==> src/rtl/uart_tx_pkg.sv <==
package uart_tx_pkg;

    typedef enum logic [2:0] {
        TX_IDLE,
        TX_START,
        TX_DATA,
        TX_PARITY,
        TX_STOP
    } tx_state_e;

    typedef struct packed {
        logic two_stop;
        logic par_odd;
        logic par_en;
        logic len8;
    } frame_cfg_t;

    localparam logic [2:0] ADDR_DATA = 3'd0;
    localparam logic [2:0] ADDR_CTRL = 3'd1;
    localparam logic [2:0] ADDR_TRIG = 3'd2;
    localparam logic [2:0] ADDR_LIMIT = 3'd3;
    localparam logic [2:0] ADDR_STAT = 3'd4;

endpackage

==> src/rtl/tx_fifo.sv <==
module tx_fifo #(
    parameter int DEPTH = 64,
    parameter int W = 8
) (
    input  logic                         clk,
    input  logic                         rst_n,
    input  logic                         clr,
    input  logic                         push,
    input  logic                         pop,
    input  logic [W-1:0]                 wdata,
    output logic [W-1:0]                 rdata,
    output logic [$clog2(DEPTH+1)-1:0]   count,
    output logic                         full,
    output logic                         empty
);
    localparam int PTR_W = $clog2(DEPTH);
    localparam int CNT_W = $clog2(DEPTH + 1);

    logic [W-1:0]     mem [DEPTH];
    logic [PTR_W-1:0] wr_ptr;
    logic [PTR_W-1:0] rd_ptr;
    logic             do_push;
    logic             do_pop;

    assign full    = (count == CNT_W'(DEPTH));
    assign empty   = (count == '0);
    assign do_push = push && !full;
    assign do_pop  = pop && !empty;
    assign rdata   = mem[rd_ptr];

    always_ff @(posedge clk or negedge rst_n) begin
        if (!rst_n) begin
            wr_ptr <= '0;
            rd_ptr <= '0;
            count  <= '0;
        end else if (clr) begin
            wr_ptr <= '0;
            rd_ptr <= '0;
            count  <= '0;
        end else begin
            if (do_push) wr_ptr <= wr_ptr + PTR_W'(1);
            if (do_pop)  rd_ptr <= rd_ptr + PTR_W'(1);
            unique case ({do_push, do_pop})
                2'b10:   count <= count + CNT_W'(1);
                2'b01:   count <= count - CNT_W'(1);
                default: count <= count;
            endcase
        end
    end

    always_ff @(posedge clk) begin
        if (do_push && !clr) mem[wr_ptr] <= wdata;
    end


    fifo_bound_chk: assert property (@(posedge clk) disable iff (!rst_n)
        count <= CNT_W'(DEPTH));


    no_underflow_chk: assert property (@(posedge clk) disable iff (!rst_n)
        pop |-> !empty);

endmodule

==> src/rtl/tx_serializer.sv <==
module tx_serializer
    import uart_tx_pkg::*;
(
    input  logic       clk,
    input  logic       rst_n,
    input  logic       baud_tick,
    input  logic       may_load,
    input  logic [7:0] ld_data,
    input  frame_cfg_t cfg,
    output logic       pop,
    output logic       last_tick,
    output logic       txd
);
    tx_state_e  state;
    tx_state_e  state_n;
    logic [7:0] shreg;
    logic [2:0] bit_idx;
    logic       stop_second;
    logic       par_q;
    logic       len8_q;
    logic       par_en_q;
    logic       two_stop_q;
    logic       final_bit;
    logic [2:0] last_idx;
    logic [7:0] masked;

    assign last_idx  = len8_q ? 3'd7 : 3'd6;
    assign final_bit = (state == TX_STOP) && (!two_stop_q || stop_second);
    assign last_tick = baud_tick && final_bit;
    assign pop       = baud_tick && may_load && ((state == TX_IDLE) || final_bit);
    assign masked    = cfg.len8 ? ld_data : {1'b0, ld_data[6:0]};

    always_comb begin
        state_n = state;
        unique case (state)
            TX_IDLE:   if (baud_tick && may_load) state_n = TX_START;
            TX_START:  if (baud_tick) state_n = TX_DATA;
            TX_DATA:   if (baud_tick && bit_idx == last_idx)
                           state_n = par_en_q ? TX_PARITY : TX_STOP;
            TX_PARITY: if (baud_tick) state_n = TX_STOP;
            TX_STOP:   if (last_tick) state_n = may_load ? TX_START : TX_IDLE;
            default:   state_n = TX_IDLE;
        endcase
    end

    always_ff @(posedge clk or negedge rst_n) begin
        if (!rst_n) begin
            state       <= TX_IDLE;
            shreg       <= '0;
            bit_idx     <= '0;
            stop_second <= 1'b0;
            par_q       <= 1'b0;
            len8_q      <= 1'b1;
            par_en_q    <= 1'b0;
            two_stop_q  <= 1'b0;
        end else begin
            state <= state_n;
            if (pop) begin
                shreg       <= ld_data;
                bit_idx     <= '0;
                stop_second <= 1'b0;
                par_q       <= cfg.par_odd ^ (^masked);
                len8_q      <= cfg.len8;
                par_en_q    <= cfg.par_en;
                two_stop_q  <= cfg.two_stop;
            end else if (baud_tick) begin
                if (state == TX_DATA) begin
                    shreg   <= {1'b0, shreg[7:1]};
                    bit_idx <= bit_idx + 3'd1;
                end
                if (state == TX_STOP && two_stop_q && !stop_second)
                    stop_second <= 1'b1;
            end
        end
    end

    always_comb begin
        txd = 1'b1;
        unique case (state)
            TX_IDLE:   txd = 1'b1;
            TX_START:  txd = 1'b0;
            TX_DATA:   txd = shreg[0];
            TX_PARITY: txd = par_q;
            TX_STOP:   txd = 1'b1;
            default:   txd = 1'b1;
        endcase
    end


    bit_hold_chk: assert property (@(posedge clk) disable iff (!rst_n)
        (state != TX_IDLE && !baud_tick) |=> $stable(txd));


    back_to_back_chk: assert property (@(posedge clk) disable iff (!rst_n)
        (last_tick && may_load) |=> (state == TX_START && !txd));


    mark_after_end_chk: assert property (@(posedge clk) disable iff (!rst_n)
        (last_tick && !may_load) |=> (state == TX_IDLE && txd));

endmodule

==> src/rtl/fifo_uart_tx.sv <==
module fifo_uart_tx
    import uart_tx_pkg::*;
#(
    parameter int DEPTH = 64,
    parameter int CNT_W = 8
) (
    input  logic                       clk,
    input  logic                       rst_n,
    input  logic                       baud_tick,
    input  logic                       reg_wr,
    input  logic [2:0]                 reg_addr,
    input  logic [7:0]                 reg_wdata,
    output logic                       txd,
    output logic                       irq,
    output logic [$clog2(DEPTH+1)-1:0] fifo_level,
    output logic                       flag_low,
    output logic                       flag_end,
    output logic                       flag_stop,
    output logic                       flag_ovf
);
    localparam int LVL_W  = $clog2(DEPTH + 1);
    localparam int TRIG_W = $clog2(DEPTH);

    frame_cfg_t         cfg_r;
    logic               low_ie;
    logic               stop_ie;
    logic               stop_en;
    logic [TRIG_W-1:0]  trig_r;
    logic [CNT_W-1:0]   limit_r;
    logic [CNT_W-1:0]   sent_cnt;

    logic wr_push, wr_ctrl, wr_trig, wr_limit, wr_stat;
    logic fifo_clr, clr_low, clr_end, clr_stop, clr_ovf;
    logic full, empty, ser_pop, last_tick, stop_hit, halted, may_load;
    logic [7:0] rd_byte;

    assign wr_push  = reg_wr && (reg_addr == ADDR_DATA);
    assign wr_ctrl  = reg_wr && (reg_addr == ADDR_CTRL);
    assign wr_trig  = reg_wr && (reg_addr == ADDR_TRIG);
    assign wr_limit = reg_wr && (reg_addr == ADDR_LIMIT);
    assign wr_stat  = reg_wr && (reg_addr == ADDR_STAT);
    assign fifo_clr = wr_ctrl && reg_wdata[7];
    assign clr_low  = wr_stat && !reg_wdata[0];
    assign clr_end  = wr_stat && !reg_wdata[1];
    assign clr_stop = wr_stat && !reg_wdata[2];
    assign clr_ovf  = wr_stat && !reg_wdata[3];

    assign stop_hit = stop_en && last_tick && ((sent_cnt + CNT_W'(1)) == limit_r);
    assign halted   = stop_en && flag_stop;
    assign may_load = !empty && !halted && !stop_hit;

    tx_fifo #(.DEPTH(DEPTH), .W(8)) u_fifo (
        .clk   (clk),
        .rst_n (rst_n),
        .clr   (fifo_clr),
        .push  (wr_push),
        .pop   (ser_pop),
        .wdata (reg_wdata),
        .rdata (rd_byte),
        .count (fifo_level),
        .full  (full),
        .empty (empty)
    );

    tx_serializer u_ser (
        .clk       (clk),
        .rst_n     (rst_n),
        .baud_tick (baud_tick),
        .may_load  (may_load),
        .ld_data   (rd_byte),
        .cfg       (cfg_r),
        .pop       (ser_pop),
        .last_tick (last_tick),
        .txd       (txd)
    );

    always_ff @(posedge clk or negedge rst_n) begin
        if (!rst_n) begin
            cfg_r   <= '{two_stop: 1'b0, par_odd: 1'b0, par_en: 1'b0, len8: 1'b1};
            low_ie  <= 1'b0;
            stop_ie <= 1'b0;
            stop_en <= 1'b0;
            trig_r  <= '0;
            limit_r <= '0;
        end else begin
            if (wr_ctrl) begin
                cfg_r.len8     <= reg_wdata[0];
                cfg_r.par_en   <= reg_wdata[1];
                cfg_r.par_odd  <= reg_wdata[2];
                cfg_r.two_stop <= reg_wdata[3];
                low_ie         <= reg_wdata[4];
                stop_ie        <= reg_wdata[5];
                stop_en        <= reg_wdata[6];
            end
            if (wr_trig)  trig_r  <= reg_wdata[TRIG_W-1:0];
            if (wr_limit) limit_r <= reg_wdata[CNT_W-1:0];
        end
    end

    always_ff @(posedge clk or negedge rst_n) begin
        if (!rst_n) begin
            flag_low  <= 1'b1;
            flag_end  <= 1'b1;
            flag_stop <= 1'b0;
            flag_ovf  <= 1'b0;
            sent_cnt  <= '0;
        end else begin
            if (fifo_level <= LVL_W'(trig_r)) flag_low <= 1'b1;
            else if (clr_low)                 flag_low <= 1'b0;

            if (last_tick && empty) flag_end <= 1'b1;
            else if (clr_end)       flag_end <= 1'b0;

            if (stop_hit)      flag_stop <= 1'b1;
            else if (clr_stop) flag_stop <= 1'b0;

            if (clr_stop)       sent_cnt <= '0;
            else if (last_tick) sent_cnt <= sent_cnt + CNT_W'(1);

            if (wr_push && full) flag_ovf <= 1'b1;
            else if (clr_ovf)    flag_ovf <= 1'b0;
        end
    end

    assign irq = (flag_low && low_ie) || (flag_stop && stop_ie);


    no_overflow_chk: assert property (@(posedge clk) disable iff (!rst_n)
        (wr_push && full && !ser_pop) |=> (fifo_level == LVL_W'(DEPTH) && flag_ovf));


    low_flag_chk: assert property (@(posedge clk) disable iff (!rst_n)
        (fifo_level <= LVL_W'(trig_r)) |=> flag_low);


    halt_hold_chk: assert property (@(posedge clk) disable iff (!rst_n)
        (stop_en && flag_stop) |-> !ser_pop);


    halt_set_chk: assert property (@(posedge clk) disable iff (!rst_n)
        stop_hit |=> flag_stop);

endmodule

==> config.mk <==
export PLATFORM = sky130hd
export DESIGN_NAME = fifo_uart_tx
export DESIGN_NICKNAME = d
export VERILOG_FILES = /design/src/rtl/uart_tx_pkg.sv /design/src/rtl/tx_fifo.sv /design/src/rtl/tx_serializer.sv /design/src/rtl/fifo_uart_tx.sv
export SDC_FILE = /design/constraint.sdc
export NUM_CORES = 1
export LEC_CHECK = 0
export BUFFER_PORTS_ARGS = -buffer_cell sky130_fd_sc_hd__buf_2
export CAP_MARGIN = 20
export CORE_MARGIN = 2
export CORE_UTILIZATION = 57
export CTS_CLUSTER_DIAMETER = 150
export DETAILED_ROUTE_END_ITERATION = 6
export PLACE_DENSITY = 0.76
export SYNTH_ARGS = -nofsm -noshare
export SYNTH_HDL_FRONTEND = slang
export SYNTH_SLANG_ARGS = --single-unit
==> constraint.sdc <==
create_clock -name clk -period 3.55 [get_ports clk]
set_input_delay 0.1775 -clock clk [delete_from_list [all_inputs] [get_ports clk]]
set_output_delay 0.1775 -clock clk [all_outputs]
set_load 0.05 [all_outputs]
==> results.yml, run 1 <==
status:
  outcome: "completed"
sta:
  skew_ns: 0.0139
  finalSetupViolCount: 0
  fin_crit_ns: 3.44
  slew_viol_final: 0
  rsz0062_at_grt: "false"
  timing.fmax_ghz: 0.291
  final.period_utilization_pct: 97.0
  hold_viol: 0
  finalSetupTns_ns: 0
  max_slew_margin_pct: 33.1
  tightest_slew_ns: 1.00
worst_setup_path:
  critPathCaptureType: "flop"
  critical_path.max_stage_delay_ns: 0.57
  cp-endpoint: "u_ser.par_q$_DFFE_PN0N_"
  cp.required_ns: 4.05
  slowest_stage: "or4_1"
  start_kind: "flop"
  r2r_end: "u_ser.par_q$_DFFE_PN0N_"
  crit_chain: "buf_16, mux4_2, a22oi_1, a21oi_1, or4_1, xnor3_1, xnor3_1, mux2_4"
  cp_common_cell: "xnor3_1"
  crit_start: "u_fifo.rd_ptr[0]$_DFFE_PN0P_"
  crit_type: "flop to flop"
  reg2regPathDepth: 8
  crit_fanout: 17
  arrival_ns: 3.94
  reg2reg_slack_ns: 0.11
  r2r-start: "u_fifo.rd_ptr[0]$_DFFE_PN0P_"
layout:
  final_nets: 1390
  fin_util_pct: 65.3
  n_antenna_cell: 0
  fin_area_um2: 26700
  instances_no_fill: 1942
  drive_gt1_share_pct: 26.0
  synthToLayoutAreaGrowth_pct: 12.7
floorplan:
  die_width_um: 208
  dieArea_um2: 43200
  io_pins: 28
  dieHeight_um: 208
  core_area_um2: 40900
  std_cell_rows: 74
  start_util_pct: 57.9
routing:
  num_vias: 12500
  viasPerCell: 6.45
  drtIter0Drc: 1552
  wirelength_mm: 53.5
  drtPass1Iterations: 7
  drtAntennaViolNets: 0
  wl_per_cell_um: 27.5
  drc: 0
logic_synthesis:
  ys_async_sr_fraction_pct: 12.2
  synth_edf_count: 512
  netlist-cell-type-count: 65
  synth-seq-cells: 583
  yosysSeqAreaShare_pct: 72.4
  synth_cells: 1259
  yosysWarningCount: 0
  syn_avg_cell_area_um2: 18.8
  syn_nets: 1286
  syn_area_um2: 23700
  synth_ff_type: "edfxtp_1"
worst_hold_path:
  hold_path.class: "input port to async pin"
clocking:
  cts.sinks: 583
  cts_max_level: 2
  path_clk_slew_ns: 0.06
  clkLatencyLatePin_ns: 0.61
  clockBufferDepth: 3
  cts-root-buf: "clkbuf_16"
  numCtsBuffers: 55
  cts_tree: "built"
placed_design:
  hpwl_mm: 33.8
  place_inst: 1827
  gp_congestion: 0.938
  dpl_cell_area_um2: 24800
  io_buffer_count: 27
global_routing:
  grt_use_total_pct: 25.0
  grt_pass1_vias: 12400
  grt_pass1_wl_mm: 80.0
  grt_max_degree: 69
  antenna_found_initial: 0
  grt-ovfl-total: 0
job:
  maxCapViolations: 0
power_and_ir_drop:
  p_leak_nw: 8.88
  ir_drop_mv: 0.436
  power.density_nw_per_um2: 733
final cells by class:
type	instances	area (um2)
repair buffers	117	1020
multi-input cells	592	6100
flip-flops and latches	583	17200
inverters	14	52.6
fillers	2648	14200
well taps	532	666
clock inverters	27	211
clock buffers	77	1500
routing by layer:
layer	share of wire (%)	GRT usage [%]	vias up	wire length [um]
met3	8.6	4.81	110	4620
li1	-	-	5248	-
met2	48	38.6	673	25600
met1	40	36.3	6501	21400
met5	0	0	-	0
met4	3.5	8.83	0	1850
power by group:
part / internal [W] / total [W] / switching [W]
sequential: 0.00773 / 0.00808 / 0.000351
clock: 0.00316 / 0.00563 / 0.00247
combinational: 0.00284 / 0.00587 / 0.00303
total: 0.0137 / 0.0196 / 0.00585
cells in the mapped netlist, types with 9 or more instances:
| master | count | area [um2] |
|---|---|---|
| edfxtp_1 | 512 | 15400 |
| mux4_2 | 138 | 3110 |
| nor2_1 | 110 | 413 |
| dfrtp_1 | 67 | 1680 |
| nand2_1 | 42 | 158 |
| a22oi_1 | 32 | 240 |
| clkbuf_1 | 31 | 116 |
| mux2i_1 | 24 | 240 |
| o21ai_0 | 22 | 110 |
| mux2_2 | 20 | 225 |
| xnor2_1 | 19 | 166 |
| nand3_1 | 18 | 90.1 |
| xor2_1 | 17 | 149 |
| a21oi_1 | 14 | 70.1 |
| buf_2 | 14 | 70.1 |
| nor2b_1 | 13 | 81.3 |
| ha_1 | 12 | 150 |
| inv_1 | 12 | 45.0 |
| buf_1 | 9 | 33.8 |
what timing repair did:
item / 4_1_cts / 5_1_grt
hold endpoints to repair: 45 / 5
setup endpoints to repair: 0 / 5
gates resized for setup: 0 / 6
hold buffers: 6 / 1
buffers inserted: 0 / 1
worst min path at each step:
stage / from / endpoint
floorplan: rst_n / cfg_r[1]$_DFFE_PN0P_
global placement: rst_n / u_ser.state[0]$_DFFE_PN0P_
detailed placement: rst_n / u_ser.state[1]$_DFFE_PN0P_
CTS: reg_addr[0] / trig_r[2]$_DFFE_PN0P_
global route: rst_n / u_ser.state[2]$_DFFE_PN0P_
finish: rst_n / u_ser.state[1]$_DFFE_PN0P_
cell families (layout without fill, tap and decap cells):
logic type / Yosys count / in the layout / synth area share, %
compound gates: 110 / 110 / 3.26
xor+xnor: 39 / 39 / 1.59
fa+ha+maj: 12 / 12 / 0.634
buf+inv: 84 / 235 / 1.96
flops: 583 / 583 / 72.4
mux: 183 / 183 / 15.1
simple gates: 248 / 248 / 5.00
critical path, delay by kind of cell (launching register included):
family | cells | cell delay (ns)
compound gates | 2 | 0.40
xor+xnor | 2 | 0.80
buf+inv | 1 | 0.22
flops | 1 | 0.54
mux | 2 | 0.78
simple gates | 1 | 0.57
registers in the layout, summed over array words and instances (netlist names), 3 cells and up:
register       count
u_fifo.count       7
u_fifo.wr_ptr      6
u_ser.shreg        8
trig_r             6
sent_cnt           8
limit_r            8
u_fifo.rd_ptr      6
cfg_r              4
u_ser.bit_idx      3
u_fifo.mem       512
u_ser.state        3
placed cells by master (no fill, tap or decap), drive strengths merged, types with 6 or more instances in the layout:
cell type and count:
buf 109, a21oi 14, mux4 138, ha 12, nor2b 13, dfrtp 67, nand2b 8, nand3 18
clkinv 21, mux2i 24, dlygate4sd3 7, nor4 6, mux2 21, nand2 42, and2 8, inv 16
nor3 8, o21ai 23, a22oi 32, xnor2 20, clkbuf 78, nand4 8, nor2 110, edfxtp 512
xor2 17
per-stage QoR:
stage / setup WS [ns] / total power [W] / hold WS (ns)
after CTS: 0.0379 / 0.0196 / 0.0387
after global placement: 0.158 / 0.0138 / 0.399
after detailed placement: 0.0631 / 0.0139 / 0.396
after floorplan: 0.0463 / 0.0123 / -0.118
after global routing: 0.00738 / 0.0203 / 0.0350
final: 0.108 / 0.0196 / 0.0205
No activity file was read; power rests on OpenSTA's default activity.
==> inputs of run 2 (changes only) <==
--- a/config.mk
+++ b/config.mk
@@ -7,11 +7,14 @@
 export LEC_CHECK = 0
 export BUFFER_PORTS_ARGS = -buffer_cell sky130_fd_sc_hd__buf_2
 export CAP_MARGIN = 20
+export CELL_PAD_IN_SITES_DETAIL_PLACEMENT = 2
+export CELL_PAD_IN_SITES_GLOBAL_PLACEMENT = 2
 export CORE_MARGIN = 2
-export CORE_UTILIZATION = 57
+export CORE_UTILIZATION = 44
 export CTS_CLUSTER_DIAMETER = 150
 export DETAILED_ROUTE_END_ITERATION = 6
-export PLACE_DENSITY = 0.76
+export PLACE_DENSITY_LB_ADDON = 0.1
 export SYNTH_ARGS = -nofsm -noshare
 export SYNTH_HDL_FRONTEND = slang
 export SYNTH_SLANG_ARGS = --single-unit
+export TNS_END_PERCENT = 100
==> run 2 against run 1 <==
  * First-iteration DRC count down 28%
  * Sequential power about the same
  * Final area grew 3.0%
  * Combinational power is 11% higher
  * Via count rose by 2.0%
  * Count of clock-buffer cells in the layout decreased by 1
  * Sequential share of layout area decreased by 1.9 points
  * Global-route usage increased by 0.55 points
  * Hold slack better by 0.045 ns
  * Critical endpoint unchanged
==> results.yml, run 2 (synthesis gave the netlist of run 1 again) <==
power_and_ir_drop:
  p_sw_w: 0.00650
  seq_power_share_pct: 38.5
  power_frac_clock_pct: 30.5
  p_int_w: 0.0145
  p_leak_nw: 9.26
  power_w: 0.0210
  comb_power_share_pct: 31.0
  power.density_nw_per_um2: 763
  ir_drop_mv: 0.411
  swShare_pct: 30.9
sta:
  tightest_slew_ns: 1.11
  final.period_utilization_pct: 97.1
  timing.hold.ws_ns: 0.0657
  hold_viol: 0
  fin_crit_ns: 3.45
  skew_ns: 0.0201
  finalSetupViolCount: 0
  max_slew_margin_pct: 25.6
  rsz0062_at_grt: "true"
  setup_slack_ns: 0.104
  timing.fmax_ghz: 0.290
  slew_viol_final: 0
floorplan:
  core_area_um2: 53500
  dieArea_um2: 55700
  dieHeight_um: 236
  die_width_um: 236
  start_util_pct: 44.3
  io_pins: 28
  std_cell_rows: 85
clocking:
  cts_tree: "built"
  cts_max_level: 2
  clockBufferDepth: 3
  clkLatencyLatePin_ns: 0.63
  path_clk_slew_ns: 0.07
  cts-root-buf: "clkbuf_16"
  cts.sinks: 583
  numCtsBuffers: 61
worst_setup_path:
  r2r-start: "u_fifo.rd_ptr[0]$_DFFE_PN0P_"
  crit_start: "u_fifo.rd_ptr[0]$_DFFE_PN0P_"
  crit_type: "flop to flop"
  cp.required_ns: 4.06
  start_kind: "flop"
  critPathCaptureType: "flop"
  arrival_ns: 3.96
  crit_fanout: 15
placed_design:
  hpwl_mm: 44.9
  dpl_worst_slack_ns: 0.0569
  gp_congestion: 0.786
  io_buffer_count: 27
  dpl_cell_area_um2: 25400
layout:
  drive_gt1_share_pct: 29.1
  largest_reg_flops: 512
  synthToLayoutAreaGrowth_pct: 16.1
  final_cell_mix: "edfxtp_1, mux4_2, buf_4"
  final_nets: 1448
  regMostFlops: "u_fifo.mem"
  n_antenna_cell: 0
  fin_area_um2: 27500
  layout_commonest_cell: "edfxtp_1"
routing:
  wl_per_cell_um: 32.1
  drc: 0
  drtPass1Iterations: 5
  drtAntennaViolNets: 0
  viasPerCell: 5.90
  drtIter0Drc: 1118
  num_vias: 12800
  wirelength_mm: 69.7
global_routing:
  grt_pass1_wl_mm: 103
  grt_use_total_pct: 25.6
  antenna_found_initial: 3
  grt_max_degree: 72
  grt-ovfl-total: 0
  grt_pass1_vias: 14100
status:
  outcome: "completed"
job:
  maxCapViolations: 0
worst_hold_path:
  hold_path.class: "input port to flop"
  hp-start: "reg_wdata[7]"
## run 2: power groups by stage
stage	clock, W	combinational, W	sequential (W)
after floorplan	0	0.00410	0.00819
after global placement	0	0.00617	0.00819
after detailed placement	0	0.00636	0.00821
after CTS	0.00655	0.00646	0.00808
after global routing	0.00677	0.00693	0.00812
final	0.00642	0.00651	0.00808
## run 2: layer usage
metal	track usage (%)	up-vias	share of wire, %
li1	-	5367	-
met3	3.28	98	4.6
met1	35.1	6979	42
met4	6.97	2	2.4
met2	43.3	342	51
met5	0	-	0.014
## run 2: layout make-up
class                   count  area [um2]
clock inverters            39         375
multi-input cells         592        6110
fillers                  4728       26000
well taps                 696         871
repair buffers            169        1350
inverters                  14        52.6
clock buffers              76        1600
flip-flops and latches    583       17200
## run 2: path summary, 6_finish.rpt
path / cells past startpoint / to / slack [ns]
max: 8 / u_ser.par_q$_DFFE_PN0N_ / 0.10
min: 3 / u_fifo.count[1]$_DFFE_PN0P_ / 0.07
max reg2reg: 8 / u_ser.par_q$_DFFE_PN0N_ / 0.10
min reg2reg: 2 / flag_end$_DFFE_PN1P_ / 0.49
max in group asynchronous: 2 / u_fifo.rd_ptr[1]$_DFFE_PN0P_ / 2.52
min in group asynchronous: 2 / u_ser.state[2]$_DFFE_PN0P_ / 0.27
## run 2: worst max-delay path: stages (launching register included)
cell      delay, ns
dfrtp_4        0.47
buf_12         0.19
mux4_2         0.54
a22oi_1        0.29
a21boi_1       0.20
or4_4          0.53
xnor3_1        0.40
xnor3_1        0.42
mux2_4         0.27
## run 2: stage by stage
stage	instances	setup TNS [ns]	util [%]
finish	2169	0	51.4
global route	2169	-0.00354	51.4
floorplan	1259	0	-
detailed placement	2037	0	47.4
global placement	2037	0	47.4
CTS	2157	0	51.2
## run 2: what timing repair did
action                                  4_1_cts  5_1_grt
buffers inserted                              0       12
endpoints found under the setup margin        1        5
hold buffers                                  5        0
gates resized for setup                       1        4
endpoints found under the hold margin        70        0
